File: src/rtl/qport_pkg.sv
package qport_pkg;
  typedef enum logic {
    MODE_PORT = 1'b0,
    MODE_BUS  = 1'b1
  } qport_mode_e;
endpackage

File: src/rtl/qport_regs.sv
module qport_regs
  import qport_pkg::*;
#(
  parameter int W         = 8,
  parameter bit HAS_LATCH = 1'b1,
  parameter int SEL_W     = 3
) (
  input  logic             clk,
  input  logic             rst,
  input  logic             sfr_wr,
  input  logic             sfr_rd,
  input  logic             sfr_bit_mode,
  input  logic [SEL_W-1:0] sfr_bit_sel,
  input  logic             sfr_rmw,
  input  logic [W-1:0]     sfr_wdata,
  input  logic             bus_req,
  input  logic [W-1:0]     pin_in,
  output logic [W-1:0]     latch_d,
  output logic [W-1:0]     latch_q,
  output qport_mode_e      mode_d,
  output qport_mode_e      mode_q,
  output logic [W-1:0]     sfr_rdata
);
  localparam qport_mode_e RST_MODE = HAS_LATCH ? MODE_PORT : MODE_BUS;

  always_comb begin
    latch_d = latch_q;
    if (HAS_LATCH && sfr_wr) begin
      if (sfr_bit_mode) latch_d[sfr_bit_sel] = sfr_wdata[0];
      else              latch_d = sfr_wdata;
    end
  end

  always_comb begin
    if (!HAS_LATCH)             mode_d = MODE_BUS;
    else if (sfr_wr || sfr_rd)  mode_d = MODE_PORT;
    else if (bus_req)           mode_d = MODE_BUS;
    else                        mode_d = mode_q;
  end

  always_ff @(posedge clk) begin
    if (rst) begin
      latch_q   <= '1;
      mode_q    <= RST_MODE;
      sfr_rdata <= '0;
    end else begin
      latch_q <= latch_d;
      mode_q  <= mode_d;
      if (sfr_rd) sfr_rdata <= sfr_rmw ? latch_q : pin_in;
    end
  end
endmodule

File: src/rtl/qport_pullup_timer.sv
module qport_pullup_timer #(
  parameter int W   = 8,
  parameter int CYC = 2
) (
  input  logic         clk,
  input  logic         rst,
  input  logic [W-1:0] latch_d,
  input  logic [W-1:0] latch_q,
  output logic [W-1:0] strong_d
);
  localparam int CW = (CYC < 1) ? 1 : $clog2(CYC + 1);

  for (genvar i = 0; i < W; i++) begin : g_pin
    logic [CW-1:0] cnt_q, cnt_d;

    always_comb begin
      if (latch_d[i] && !latch_q[i]) cnt_d = CW'(CYC);
      else if (cnt_q != '0)          cnt_d = cnt_q - 1'b1;
      else                           cnt_d = cnt_q;
    end

    always_ff @(posedge clk) begin
      if (rst) cnt_q <= '0;
      else     cnt_q <= cnt_d;
    end

    assign strong_d[i] = (cnt_d != '0);
  end
endmodule

File: src/rtl/qport_drive.sv
module qport_drive
  import qport_pkg::*;
#(
  parameter int W          = 8,
  parameter bit OPEN_DRAIN = 1'b0,
  parameter bit HAS_LATCH  = 1'b1
) (
  input  logic         clk,
  input  logic         rst,
  input  qport_mode_e  mode_d,
  input  logic [W-1:0] latch_d,
  input  logic [W-1:0] strong_d,
  input  logic         bus_req,
  input  logic         bus_ale,
  input  logic         bus_wr,
  input  logic [W-1:0] bus_addr,
  input  logic [W-1:0] bus_wdata,
  input  logic [W-1:0] pin_in,
  output logic [W-1:0] pin_out,
  output logic [W-1:0] pd_en,
  output logic [W-1:0] spu_en,
  output logic [W-1:0] wpu_en,
  output logic [W-1:0] bus_rdata
);
  localparam logic [W-1:0] RST_PIN = HAS_LATCH ? '1 : '0;
  localparam logic [W-1:0] RST_WPU = (HAS_LATCH && !OPEN_DRAIN) ? '1 : '0;

  logic [W-1:0] pin_n, pd_n, spu_n, wpu_n, bus_val;
  logic         bus_drive, bus_capture;

  always_comb begin
    bus_drive   = 1'b0;
    bus_val     = '0;
    bus_capture = 1'b0;
    if (bus_ale) begin
      bus_drive = 1'b1;
      bus_val   = bus_addr;
    end else if (bus_req && bus_wr) begin
      bus_drive = 1'b1;
      bus_val   = bus_wdata;
    end else if (bus_req) begin
      bus_capture = 1'b1;
    end
  end

  always_comb begin
    if (mode_d == MODE_BUS) begin
      pin_n = bus_drive ? bus_val  : '0;
      pd_n  = bus_drive ? ~bus_val : '0;
      spu_n = bus_drive ? bus_val  : '0;
      wpu_n = '0;
    end else begin
      pin_n = latch_d;
      pd_n  = ~latch_d;
      if (OPEN_DRAIN) begin
        spu_n = '0;
        wpu_n = '0;
      end else begin
        spu_n = latch_d & strong_d;
        wpu_n = latch_d & ~strong_d;
      end
    end
  end

  always_ff @(posedge clk) begin
    if (rst) begin
      pin_out   <= RST_PIN;
      pd_en     <= '0;
      spu_en    <= '0;
      wpu_en    <= RST_WPU;
      bus_rdata <= '0;
    end else begin
      pin_out <= pin_n;
      pd_en   <= pd_n;
      spu_en  <= spu_n;
      wpu_en  <= wpu_n;
      if (mode_d == MODE_BUS && bus_capture) bus_rdata <= pin_in;
    end
  end
endmodule

File: src/rtl/qport_ctrl.sv
module qport_ctrl
  import qport_pkg::*;
#(
  parameter int W             = 8,
  parameter bit OPEN_DRAIN    = 1'b0,
  parameter bit HAS_LATCH     = 1'b1,
  parameter int STRONG_CYCLES = 2,
  localparam int SEL_W        = (W > 1) ? $clog2(W) : 1
) (
  input  logic             clk,
  input  logic             rst,
  input  logic             sfr_wr,
  input  logic             sfr_rd,
  input  logic             sfr_bit_mode,
  input  logic [SEL_W-1:0] sfr_bit_sel,
  input  logic             sfr_rmw,
  input  logic [W-1:0]     sfr_wdata,
  output logic [W-1:0]     sfr_rdata,
  input  logic             bus_req,
  input  logic             bus_ale,
  input  logic             bus_wr,
  input  logic [W-1:0]     bus_addr,
  input  logic [W-1:0]     bus_wdata,
  output logic [W-1:0]     bus_rdata,
  input  logic [W-1:0]     pin_in,
  output logic [W-1:0]     pin_out,
  output logic [W-1:0]     pd_en,
  output logic [W-1:0]     spu_en,
  output logic [W-1:0]     wpu_en
);
  logic [W-1:0] latch_d, latch_q, strong_d;
  qport_mode_e  mode_d, mode_q;

  qport_regs #(.W(W), .HAS_LATCH(HAS_LATCH), .SEL_W(SEL_W)) u_regs (
    .clk(clk), .rst(rst), .sfr_wr(sfr_wr), .sfr_rd(sfr_rd),
    .sfr_bit_mode(sfr_bit_mode), .sfr_bit_sel(sfr_bit_sel), .sfr_rmw(sfr_rmw),
    .sfr_wdata(sfr_wdata), .bus_req(bus_req), .pin_in(pin_in),
    .latch_d(latch_d), .latch_q(latch_q), .mode_d(mode_d), .mode_q(mode_q),
    .sfr_rdata(sfr_rdata)
  );

  qport_pullup_timer #(.W(W), .CYC(STRONG_CYCLES)) u_timer (
    .clk(clk), .rst(rst), .latch_d(latch_d), .latch_q(latch_q),
    .strong_d(strong_d)
  );

  qport_drive #(.W(W), .OPEN_DRAIN(OPEN_DRAIN), .HAS_LATCH(HAS_LATCH)) u_drive (
    .clk(clk), .rst(rst), .mode_d(mode_d), .latch_d(latch_d),
    .strong_d(strong_d), .bus_req(bus_req), .bus_ale(bus_ale), .bus_wr(bus_wr),
    .bus_addr(bus_addr), .bus_wdata(bus_wdata), .pin_in(pin_in),
    .pin_out(pin_out), .pd_en(pd_en), .spu_en(spu_en), .wpu_en(wpu_en),
    .bus_rdata(bus_rdata)
  );
endmodule

File: config.mk
export PLATFORM = sky130hd
export DESIGN_NAME = qport_ctrl
export DESIGN_NICKNAME = d
export VERILOG_FILES = /design/src/rtl/qport_pkg.sv /design/src/rtl/qport_regs.sv /design/src/rtl/qport_pullup_timer.sv /design/src/rtl/qport_drive.sv /design/src/rtl/qport_ctrl.sv
export SDC_FILE = /design/constraint.sdc
export NUM_CORES = 1
export LEC_CHECK = 0
export BUFFER_PORTS_ARGS = -buffer_cell sky130_fd_sc_hd__buf_2
export CAP_MARGIN = 20
export CORE_ASPECT_RATIO = 1.4
export CORE_MARGIN = 8
export CORE_UTILIZATION = 48
export CTS_CLUSTER_DIAMETER = 80
export DETAILED_ROUTE_END_ITERATION = 10
export PLACE_DENSITY = 0.87
export SKIP_CTS_REPAIR_TIMING = 1
export SLEW_MARGIN = 10
export SYNTH_ARGS = -nofsm -noshare
export SYNTH_HDL_FRONTEND = slang
export SYNTH_SLANG_ARGS = --single-unit
File: constraint.sdc
create_clock -name clk -period 2.7 [get_ports clk]
set_clock_uncertainty 0.1 [all_clocks]
set_input_delay 0.135 -clock clk [delete_from_list [all_inputs] [get_ports clk]]
set_output_delay 0.135 -clock clk [all_outputs]
set_load 0.03 [all_outputs]
==> flow_summary.rst, run 1 <==
.. list-table::
   :header-rows: 1

   * - Metric
     - Value
   * - Clock transition at the register clock pins on the worst setup and hold paths after CTS
     - roughly 80 ps
   * - Outcome
     - finished, final reports clean
   * - Min setup slack post-route
     - between 800 and 900 ps
   * - Static Leakage
     - 0.00171 µW
   * - Dominant cell type by area after synthesis
     - dfxtp_1
   * - WHS
     - around 55 ps
   * - Summed instance area of the synthesized netlist
     - roughly 3200 µm²
   * - Period Utilization, post-route
     - 0.685
   * - Per-cell routed wire length
     - roughly 17 µm
   * - Violation count after the first detailed-routing iteration
     - about 190
   * - Synth Instances
     - between 300 and 400
   * - P&R area growth vs syn
     - 24.4%
   * - Top FF cell, synth
     - dfxtp_1
   * - CP endpoint kind
     - flip-flop
   * - Clk sink count
     - 73
   * - Final nets
     - 470
   * - DRC violations left
     - 0
   * - Setup Slack @ Placement
     - ~800 ps
   * - # rows
     - 35
   * - Worst setup path class
     - flip-flop to flip-flop
   * - Number of vias after detailed routing
     - around 2.8k
   * - Buffers added on ports
     - 91
   * - Arrival @ worst endpoint
     - ~2000 ps
   * - Max IR drop VDD
     - around 0.45 mV
   * - Minimum clock period after layout
     - between 1500 and 2000 ps
   * - Global Route Usage Sum
     - 0.176
   * - Die extent in y
     - between 100 and 150 µm
   * - Worst-Margin Slew
     - 736 ps
   * - Congestion Overflow GR
     - 0
   * - Yosys warns
     - 0
   * - Crit start category
     - flip-flop
   * - DR vias/cell
     - roughly 5.6
   * - Fraction of final layout cells with drive strength greater than 1
     - 0.288
   * - Library cells used by synthesis
     - 61
   * - Sum of negative setup slack
     - 0 ps
   * - Skew-Pair Late Insertion Delay
     - 360 ps
   * - Leading cell types by total area after synthesis
     - dfxtp_1, mux2i_1, nand2_1, nor2_1, nor4b_1
   * - Unrepaired setup endpoints after global routing
     - false
   * - Maximum level of the CTS H-tree
     - 3
   * - Most frequent standard cell in the layout excluding fill and tap cells
     - buf_2
   * - Number of enable flip-flop cells after synthesis
     - 0
   * - TritonCTS Buffers
     - 9
   * - Area of combinational cells with multiple inputs
     - 1550 µm²
   * - Power per cell area
     - around 640 nW/µm²
   * - Most frequent cells in the layout
     - buf_2, dfxtp_1, nand2_1
   * - Net count of the mapped netlist
     - 380
   * - Largest fanout of any net on the critical path
     - 13
   * - Wire length reported by the detailed router
     - 8530 µm
   * - Average cell area after synthesis
     - around 9.4 µm²
   * - Max Cap Violations
     - 0
   * - Die span in x
     - roughly 85 µm
   * - Sequential area share after synthesis
     - 0.462
   * - Overall power
     - roughly 2500 µW
   * - Fill cells
     - ~560
   * - Share of the synthesized area in the top cell type
     - 0.462
   * - Worst min-delay path category
     - primary input to flip-flop
   * - DP HPWL
     - between 6000 and 7000 µm
   * - Number of top-level pins
     - 92
   * - Vias in the first global route
     - about 2.8k
   * - Number of flip-flops and latches in the synthesized netlist
     - 73
   * - Routed Antenna Nets
     - 0
   * - Number of cell instances on the worst register-to-register path
     - 4
   * - Root Driver
     - clkbuf_8
   * - Register area
     - 1460 µm²
   * - Global-route wire length before repair
     - ~13000 µm
   * - Number of antenna violations at the first check in global routing
     - 0
   * - TritonCTS clock tree
     - done
   * - Final number of max-transition violations
     - 0
   * - Pin count of the biggest net entering global routing
     - 40
   * - Number of inserted diodes
     - 0
   * - Required time of the worst setup path
     - ~2900 ps
   * - Number of setup violations in the final report
     - 0
   * - Final Wtd Congestion
     - around 0.9
   * - Starting density of the core
     - 0.488
   * - First-pass iteration count of the detailed router
     - 4
   * - Final-report hold violation count
     - 0
   * - Area of the die
     - roughly 9500 µm²
   * - Placeable Area
     - 6480 µm²
   * - Core occupancy in the finished layout
     - 0.607
   * - Worst hold stages
     - 3
   * - Async S/R FF share, synth
     - 0
   * - Highest clock rate
     - approximately 0.54 GHz
   * - Maximum count of clock buffers along a single path
     - 2
   * - Slew HR
     - 0.509
[routing by layer]
| layer | GRT usage | wire length, µm | share of wire |
|---|---|---|---|
| met5 | 0 | 0 | 0 |
| met4 | 0.0740 | 165 | 0.019 |
| met3 | 0.0716 | 911 | 0.11 |
| met2 | 0.290 | 4160 | 0.49 |
| met1 | 0.195 | 3290 | 0.39 |
[per-stage QoR]
step / instances / instance area, µm²
5_1_grt: 505 / 3930
4_1_cts: 496 / 3840
3_5_place_dp: 480 / 3610
6_report: 505 / 3930
2_1_floorplan: 336 / 3160
3_3_place_gp: 480 / 3610
[cell usage after synthesis, types with 5 or more instances]
| cell type | number |
|---|---|
| a211oi_1 | 9 |
| a21o_1 | 6 |
| a21oi_1 | 8 |
| and2_1 | 9 |
| buf_2 | 9 |
| clkbuf_1 | 10 |
| dfxtp_1 | 73 |
| inv_1 | 10 |
| mux2i_1 | 17 |
| nand2_1 | 32 |
| nand3_1 | 12 |
| nand3b_1 | 6 |
| nor2_1 | 26 |
| nor2b_1 | 8 |
| nor3b_1 | 5 |
| nor4b_1 | 9 |
| o31ai_1 | 5 |
| o32ai_1 | 5 |
[critical path: stages, from the launching register on]
cell	delay (ps)
dfxtp_1	300
or2_2	300
and2_1	320
or4_4	510
and3b_1	210
[where the power goes]
part	switching, µW	leakage, µW	internal, µW
combinational	260	0.000992	141
sequential	26.9	0.000599	1130
clock	391	0.000117	573
total	678	0.00171	1850
[path summary, 6_finish.rpt]
| check | slack [ps] | startpoint | to |
|---|---|---|---|
| setup / recovery | 850 | u_regs.mode_q | u_drive.pd_en[4] |
| hold / removal | 60 | bus_addr[7] | u_drive.spu_en[7] |
| setup reg to reg | 850 | u_regs.mode_q | u_drive.pd_en[4] |
| hold reg to reg | 310 | u_timer.g_pin[4].cnt_q[0] | u_timer.g_pin[4].cnt_q[0] |
[flip-flops by register name, indices dropped and copies added, names as in the netlist]
signal               cells
u_drive.bus_rdata        8
u_drive.pd_en            8
u_drive.pin_out          8
u_drive.spu_en           8
u_drive.wpu_en           8
u_regs.latch_q           8
u_regs.mode_q            1
u_regs.sfr_rdata         8
u_timer.g_pin.cnt_q     16
[area by class of cell]
cell class	count	area share
multi-input combinational	229	0.394
timing repair buffer	102	0.142
tap	74	0.0235
clock inverter	4	0.0188
inverter	11	0.0105
sequential	73	0.372
clock buffer	12	0.0394
[kinds of logic after synthesis]
kind of cell | after synthesis | share of synthesized area
muxes | 17 | 0.0538
DFF | 73 | 0.462
and+or+nand+nor | 137 | 0.251
buffers and inverters | 34 | 0.0499
AOI/OAI and AO/OA | 75 | 0.184
Power figures use the tool's default switching activity.
==> run 2: changes to the inputs <==
==> constraint.sdc (replaced) <==
create_clock -name clk -period 1.75 [get_ports clk]
set_clock_uncertainty 0.1 [all_clocks]
set_input_delay 0.0875 -clock clk [delete_from_list [all_inputs] [get_ports clk]]
set_output_delay 0.0875 -clock clk [all_outputs]
set_load 0.03 [all_outputs]
==> run 2 against run 1 <==
  * Final cell count grew 2.4%
  * Sequential power grew 54%
  * Sequential share of layout area shrank 0.71 points
  * Hold slack lost 52 ps
  * Flip-flop and latch count is the same
==> flow_summary.rst, run 2 (same netlist as run 1, synthesis figures left out) <==
.. list-table::
   :header-rows: 1

   * - Metric
     - Value
   * - Wire length reported by the detailed router
     - 8690 µm (+1.9%)
   * - Register ranked first by flip-flop count
     - u_timer.g_pin.cnt_q
   * - Core occupancy in the finished layout
     - 0.619 (+0.0118)
   * - Root Driver
     - clkbuf_8
   * - DR vias/cell
     - 5.64 (about the same)
   * - TritonCTS clock tree
     - done
   * - Period Utilization, post-route
     - 0.923 (+0.238)
   * - Number of setup violations in the final report
     - 0 (unchanged)
   * - Violation count after the first detailed-routing iteration
     - 187 (-0.53%)
   * - WP buf/inv
     - 0 (unchanged)
   * - Static Leakage
     - 0.00175 µW (+2.6%)
   * - TritonCTS Buffers
     - 9 (unchanged)
   * - Clock power frac
     - 0.362 (-0.020)
   * - Outcome
     - finished, final reports clean
   * - Hold endpoint
     - u_drive.pin_out[3]
   * - Delay of the slowest critical-path stage
     - 440 ps (-70 ps)
   * - Clock transition at the register clock pins on the worst setup and hold paths after CTS
     - 80 ps (about the same)
   * - Arrival @ worst endpoint
     - 1790 ps (-210 ps)
   * - Overall power
     - 3810 µW (+51%)
   * - Register area
     - 1460 µm² (unchanged)
   * - CP endpoint kind
     - flip-flop
   * - Clk sink count
     - 73 (unchanged)
   * - Unrepaired setup endpoints after global routing
     - false
   * - Fraction of final layout cells with drive strength greater than 1
     - 0.307 (+0.0193)
   * - DRC violations left
     - 0 (unchanged)
   * - Area of combinational cells with multiple inputs
     - 1550 µm² (unchanged)
   * - Number of inserted diodes
     - 0 (unchanged)
   * - Max Cap Violations
     - 0 (unchanged)
   * - Worst-Margin Slew
     - 525 ps (-211 ps)
   * - Per-cell routed wire length
     - 16.8 µm (-0.45%)
   * - Switching fraction of total power
     - 0.291 (+0.0224)
   * - Global Route Usage Sum
     - 0.183 (+0.00710)
   * - Placeable Area
     - 6480 µm² (unchanged)
   * - Min setup slack post-route
     - 135 ps (-716 ps)
   * - Power Internal
     - 2700 µW (+46%)
   * - Maximum level of the CTS H-tree
     - 3 (unchanged)
   * - Gate family responsible for the most delay along the worst path
     - simple AND/OR/NAND/NOR gates
   * - Required time of the worst setup path
     - 1920 ps (-930 ps)
   * - Final nets
     - 482 (+2.6%)
   * - Highest clock rate
     - 0.619 GHz (+15%)
   * - Minimum clock period after layout
     - 1620 ps (-234 ps)
   * - Power per cell area
     - 950 nW/µm² (+48%)
   * - Number of antenna violations at the first check in global routing
     - 0 (unchanged)
   * - Routed Antenna Nets
     - 0 (unchanged)
   * - Number of cell instances on the worst register-to-register path
     - 4 (unchanged)
   * - Max IR drop VDD
     - 0.510 mV (+14%)
   * - Global-route wire length before repair
     - 14000 µm (+4.9%)
   * - Cell-by-cell trace of the critical path
     - or2_2 -> and2_1 -> or4_4 -> o31ai_2
   * - Final Wtd Congestion
     - 0.898 (-0.99%)
   * - Worst hold stages
     - 3 (unchanged)
   * - Relative contribution of sequential cells to total power
     - 0.469 (+0.010)
   * - Capture point of the worst reg-to-reg path
     - u_drive.wpu_en[4]
   * - Startpoint of the most critical hold path
     - bus_addr[3]
   * - Largest fanout of any net on the critical path
     - 4 (-9)
   * - Cell with the largest stage delay on the worst path
     - or4_4
   * - DP HPWL
     - 6480 µm (+3.1%)
   * - Fill cells
     - 558 (+0.36%)
   * - Setup Slack @ Placement
     - 57.5 ps (-746 ps)
   * - Maximum count of clock buffers along a single path
     - 2 (unchanged)
   * - Final number of max-transition violations
     - 0 (unchanged)
   * - R2r setup slk
     - 130 ps (-720 ps)
   * - Critical register-to-register path startpoint
     - u_regs.mode_q
   * - Area of the die
     - 9480 µm² (unchanged)
   * - Crit start category
     - flip-flop
   * - Skew-Pair Late Insertion Delay
     - 350 ps (about the same)
   * - Sw power
     - 1110 µW (+63%)
   * - Power share of the combinational group
     - 0.169 (+0.010)
   * - Worst setup path class
     - flip-flop to flip-flop
   * - P&R area growth vs syn
     - 26.8%
   * - Die span in x
     - 84.6 µm (unchanged)
   * - Congestion Overflow GR
     - 0 (unchanged)
   * - Worst min-delay path category
     - primary input to flip-flop
   * - Final-report hold violation count
     - 0 (unchanged)
   * - First-pass iteration count of the detailed router
     - 5 (+1)
   * - Most frequent cells in the layout
     - buf_2, dfxtp_1, nand2_1
   * - Die extent in y
     - 112 µm (unchanged)
   * - Buffers added on ports
     - 91 (unchanged)
   * - Most frequent standard cell in the layout excluding fill and tap cells
     - buf_2
   * - Starting density of the core
     - 0.488 (unchanged)
   * - Max FFs per register
     - 16 (unchanged)
   * - # rows
     - 35 (unchanged)
   * - Pin count of the biggest net entering global routing
     - 39 (-2.5%)
   * - Number of top-level pins
     - 92 (unchanged)
   * - Sum of negative setup slack
     - 0 ps (unchanged)
   * - Vias in the first global route
     - 2916 (+5.2%)
   * - Number of vias after detailed routing
     - 2914 (+2.4%)
   * - Slew HR
     - 0.648 (+0.139)
==> run 2: changes by cell type in the layout (fill, tap and decap cells not counted) <==
cell | before | now
buf_4 | 2 | 13
bufinv_16 | 2 | 1
clkbuf_1 | 1 | 0
clkbuf_8 | 11 | 10
clkinv_2 | 1 | 0
clkinv_4 | 0 | 2
clkinvlp_4 | 0 | 1
dlygate4sd3_1 | 9 | 10
inv_8 | 0 | 1
==> run 2: layout make-up <==
cell class | count | share of cell area
Multi-Input combinational cell | 229 | 0.386
Sequential cell | 73 | 0.364
Timing Repair Buffer | 114 | 0.163
Clock buffer | 10 | 0.0343
Tap cell | 74 | 0.0231
Clock inverter | 6 | 0.0187
Inverter | 11 | 0.0103
==> run 2: worst max path at each step <==
stage,startpoint,to,slack [ps],cells after the start
global route,u_regs.mode_q,u_drive.pin_out[7],60,6
finish,u_regs.mode_q,u_drive.wpu_en[4],130,4
global placement,sfr_bit_sel[2],u_drive.pd_en[4],160,5
floorplan,u_regs.mode_q,u_drive.pd_en[4],170,4
detailed placement,sfr_wr,u_drive.wpu_en[3],60,5
CTS,u_regs.mode_q,u_drive.wpu_en[4],130,4
==> run 2: per-layer routing <==
metal,vias up,routed length (µm),track usage
li1,1427,-,-
met3,12,818,0.0709
met2,136,4210,0.301
met5,-,0,0
met1,1339,3520,0.207
met4,0,141,0.0740
==> run 2: worst register-to-register path, delay by kind of cell, from the launching register on <==
kind	cells	cell delay [ps]
compound gates	1	220
simple gates	3	920
flops	1	300
==> run 2: power groups by stage <==
stage,clock (µW),combinational [µW],sequential [µW]
2_1_floorplan,0,273,1960
3_3_place_gp,0,611,1820
3_5_place_dp,0,624,1830
4_1_cts,1410,626,1790
5_1_grt,1480,698,1800
6_report,1380,644,1790
==> run 2: through the flow <==
stage                     cells  hold slack (ps)  area (µm²)
after floorplan             336              135        3160
final                       517             3.37        4010
after global routing        517             48.7        4010
after CTS                   507             -124        3910
after detailed placement    491              248        3700
after global placement      491              239        3700
==> run 3: changes to the inputs <==
--- a/config.mk
+++ b/config.mk
@@ -17,4 +17,5 @@
 export SLEW_MARGIN = 10
 export SYNTH_ARGS = -nofsm -noshare
 export SYNTH_HDL_FRONTEND = slang
+export SYNTH_HIERARCHICAL = 1
 export SYNTH_SLANG_ARGS = --single-unit
==> run 3 against run 2 <==
  * Via count down 5.2%
  * Hold slack better by 8.6 ps
  * Largest power group unchanged
  * Setup slack improved by 45 ps
  * Sequential power about the same
==> flow_summary.rst, run 3 <==
.. list-table::
   :header-rows: 1

   * - Metric
     - Value
   * - Outcome
     - finished, final reports clean
   * - Sum of negative setup slack
     - 0 ps (unchanged)
   * - Pin count of the biggest net entering global routing
     - 24 (-38%)
   * - Global-route wire length before repair
     - 12300 µm (-12%)
   * - Share of the synthesized area in the top cell type
     - 0.476 (+0.0141)
   * - Number of inserted diodes
     - 0 (unchanged)
   * - Clock transition at the register clock pins on the worst setup and hold paths after CTS
     - 70 ps (about the same)
   * - Worst-Margin Slew
     - 530 ps (+5.13 ps)
   * - Wire length reported by the detailed router
     - 8020 µm (-7.7%)
   * - Slew HR
     - 0.646 (-0.00252)
   * - Min setup slack post-route
     - 180 ps (+45.3 ps)
   * - Library cells used by synthesis
     - 43 (-30%)
   * - P&R area growth vs syn
     - 27.4%
   * - Dominant cell type by area after synthesis
     - dfxtp_1
   * - Cell with the largest stage delay on the worst path
     - dfxtp_1
   * - Final nets
     - 477 (-1.0%)
   * - Static Leakage
     - 0.00178 µW (+1.6%)
   * - TritonCTS Buffers
     - 9 (unchanged)
   * - Number of top-level pins
     - 92 (unchanged)
   * - GRT met2 Usage
     - 0.264 (-0.0372)
   * - TritonCTS clock tree
     - done
   * - Synth Instances
     - 323 (-3.9%)
   * - Top FF cell, synth
     - dfxtp_1
   * - Leading cell types by total area after synthesis
     - dfxtp_1, nand2b_1, mux2i_1, nand2_1, nor2_1
   * - Net count of the mapped netlist
     - 367 (-3.4%)
   * - Number of enable flip-flop cells after synthesis
     - 0 (unchanged)
   * - Max Cap Violations
     - 0 (unchanged)
   * - Met1 demand-to-capacity share in global routing
     - 0.169 (-0.0381)
   * - Placeable Area
     - 6210 µm² (-4.2%)
   * - Commonest cells in the netlist
     - dfxtp_1, nand2_1, nor2_1, nand2b_1, a21oi_1
   * - Most frequent cells in the layout
     - buf_2, dfxtp_1, nand2_1
   * - Core occupancy in the finished layout
     - 0.629 (+0.0106)
   * - Routed Antenna Nets
     - 0 (unchanged)
   * - Unrepaired setup endpoints after global routing
     - false
   * - Violation count after the first detailed-routing iteration
     - 206 (+10%)
   * - Highest clock rate
     - 0.637 GHz (+2.9%)
   * - Global Route Usage Sum
     - 0.160 (-0.0232)
   * - Final Wtd Congestion
     - 0.863 (-4.0%)
   * - Average cell area after synthesis
     - 9.50 µm² (+0.94%)
   * - Dominant cell by count in the synthesized netlist
     - dfxtp_1
   * - Number of setup violations in the final report
     - 0 (unchanged)
   * - DRC violations left
     - 0 (unchanged)
   * - Yosys warns
     - 6 (+6)
   * - Congestion Overflow GR
     - 0 (unchanged)
   * - Vias in the first global route
     - 2675 (-8.3%)
   * - Per-cell routed wire length
     - 15.8 µm (-6.2%)
   * - Routing usage on met3
     - 0.0794 (+0.00851)
   * - DP HPWL
     - 5810 µm (-10%)
   * - CP endpoint kind
     - flip-flop
   * - Largest fanout of any net on the critical path
     - 8 (+4)
   * - Peak-usage layer in the global routing report
     - met2
   * - Async S/R FF share, synth
     - 0 (unchanged)
   * - Summed instance area of the synthesized netlist
     - 3070 µm² (-3.0%)
   * - Skew-Pair Late Insertion Delay
     - 340 ps (about the same)
   * - Most frequent standard cell in the layout excluding fill and tap cells
     - buf_2
   * - Crit start category
     - flip-flop
   * - Setup Slack @ Placement
     - 70.5 ps (+13.0 ps)
   * - Final number of max-transition violations
     - 0 (unchanged)
   * - Max FFs per register
     - 16 (unchanged)
   * - Number of antenna violations at the first check in global routing
     - 0 (unchanged)
   * - Maximum level of the CTS H-tree
     - 3 (unchanged)
   * - Minimum clock period after layout
     - 1570 ps (-45.3 ps)
   * - Most used cell, CP
     - nor2_1
   * - Sequential area share after synthesis
     - 0.476 (+0.0141)
   * - Max IR drop VDD
     - 0.593 mV (+16%)
   * - Register ranked first by flip-flop count
     - u_timer/g_pin.cnt_q
   * - Clk sink count
     - 73 (unchanged)
   * - Fraction of final layout cells with drive strength greater than 1
     - 0.314 (+0.00650)
   * - DR vias/cell
     - 5.43 (-3.7%)
   * - Arrival @ worst endpoint
     - 1700 ps (-90 ps)
   * - Worst setup path class
     - flip-flop to flip-flop
   * - Die extent in y
     - 111 µm (-1.3%)
   * - Area of the die
     - 9240 µm² (-2.5%)
   * - Period Utilization, post-route
     - 0.897 (-0.0259)
   * - # rows
     - 34 (-2.9%)
   * - Buffers added on ports
     - 91 (unchanged)
   * - Power per cell area
     - 930 nW/µm² (-2.1%)
   * - Final-report hold violation count
     - 0 (unchanged)
   * - Required time of the worst setup path
     - 1880 ps (-40 ps)
   * - Starting density of the core
     - 0.494 (+0.00612)
   * - Cell-by-cell trace of the critical path
     - nor2_1 -> nor3_2 -> and4bb_1 -> buf_4 -> mux2i_1 -> nor2_1
   * - Maximum count of clock buffers along a single path
     - 2 (unchanged)
   * - First-pass iteration count of the detailed router
     - 4 (-1)
   * - Worst min-delay path category
     - primary input to flip-flop
   * - Delay of the slowest critical-path stage
     - 310 ps (-130 ps)
   * - Root Driver
     - clkbuf_8
   * - Number of flip-flops and latches in the synthesized netlist
     - 73 (unchanged)
   * - Number of vias after detailed routing
     - 2763 (-5.2%)
   * - Die span in x
     - 83.6 µm (-1.2%)
-- run 3: path summary, 6_finish.rpt --
path	slack, ps	depth (start not counted)	endpoint	startpoint
worst max-delay path	180	6	u_drive/bus_rdata[1]	u_regs/mode_q
worst min-delay path	10	4	u_drive/pd_en[6]	bus_addr[6]
worst max register to register	180	6	u_drive/bus_rdata[1]	u_regs/mode_q
worst min register to register	370	2	u_timer/g_pin[0].cnt_q[1]	u_timer/g_pin[0].cnt_q[1]
-- run 3: logic make-up (layout without fill, tap and decap cells) --
kind of cell,after synthesis,in the layout,synth area share
AOI/OAI and AO/OA,62,62,0.152
buffers and inverters,22,136,0.0436
and+or+nand+nor,142,142,0.246
DFF,73,73,0.476
muxes,24,24,0.0828
-- run 3: where the power goes --
group | switching (µW) | internal [µW] | leakage, µW | total (µW)
registers | 41.8 | 1760 | 0.000600 | 1810
logic | 445 | 269 | 0.00110 | 714
clock network | 574 | 541 | 0.0000822 | 1120
-- run 3: layout make-up --
type,count,area [µm²]
Clock buffer,12,145
Clock inverter,3,17.5
Fill cell,492,2300
Inverter,5,18.8
Multi-Input combinational cell,228,1480
Sequential cell,73,1460
Tap cell,72,90.1
Timing Repair Buffer,116,698
-- run 3: metrics by stage --
stage / hold WS [ps] / cell area, µm² / power [µW] / std cells
after floorplan: 64.6 / 3070 / 2310 / 323
after global placement: 229 / 3580 / 2500 / 477
after detailed placement: 237 / 3580 / 2520 / 477
after CTS: -121 / 3740 / 3620 / 492
after global routing: 45.0 / 3910 / 3810 / 509
final: 12.0 / 3910 / 3640 / 509
-- run 3: critical path: cells and delay by family (launching register included) --
family                 cells  cell delay, ps
buffers and inverters      1             200
muxes                      1             230
and+or+nand+nor            4             610
DFF                        1             310
-- run 3: routing by layer --
metal	share of wire	vias to the layer above
met3	0.11	14
li1	-	1344
met1	0.40	1275
met5	0	-
met2	0.48	130
met4	0.013	0
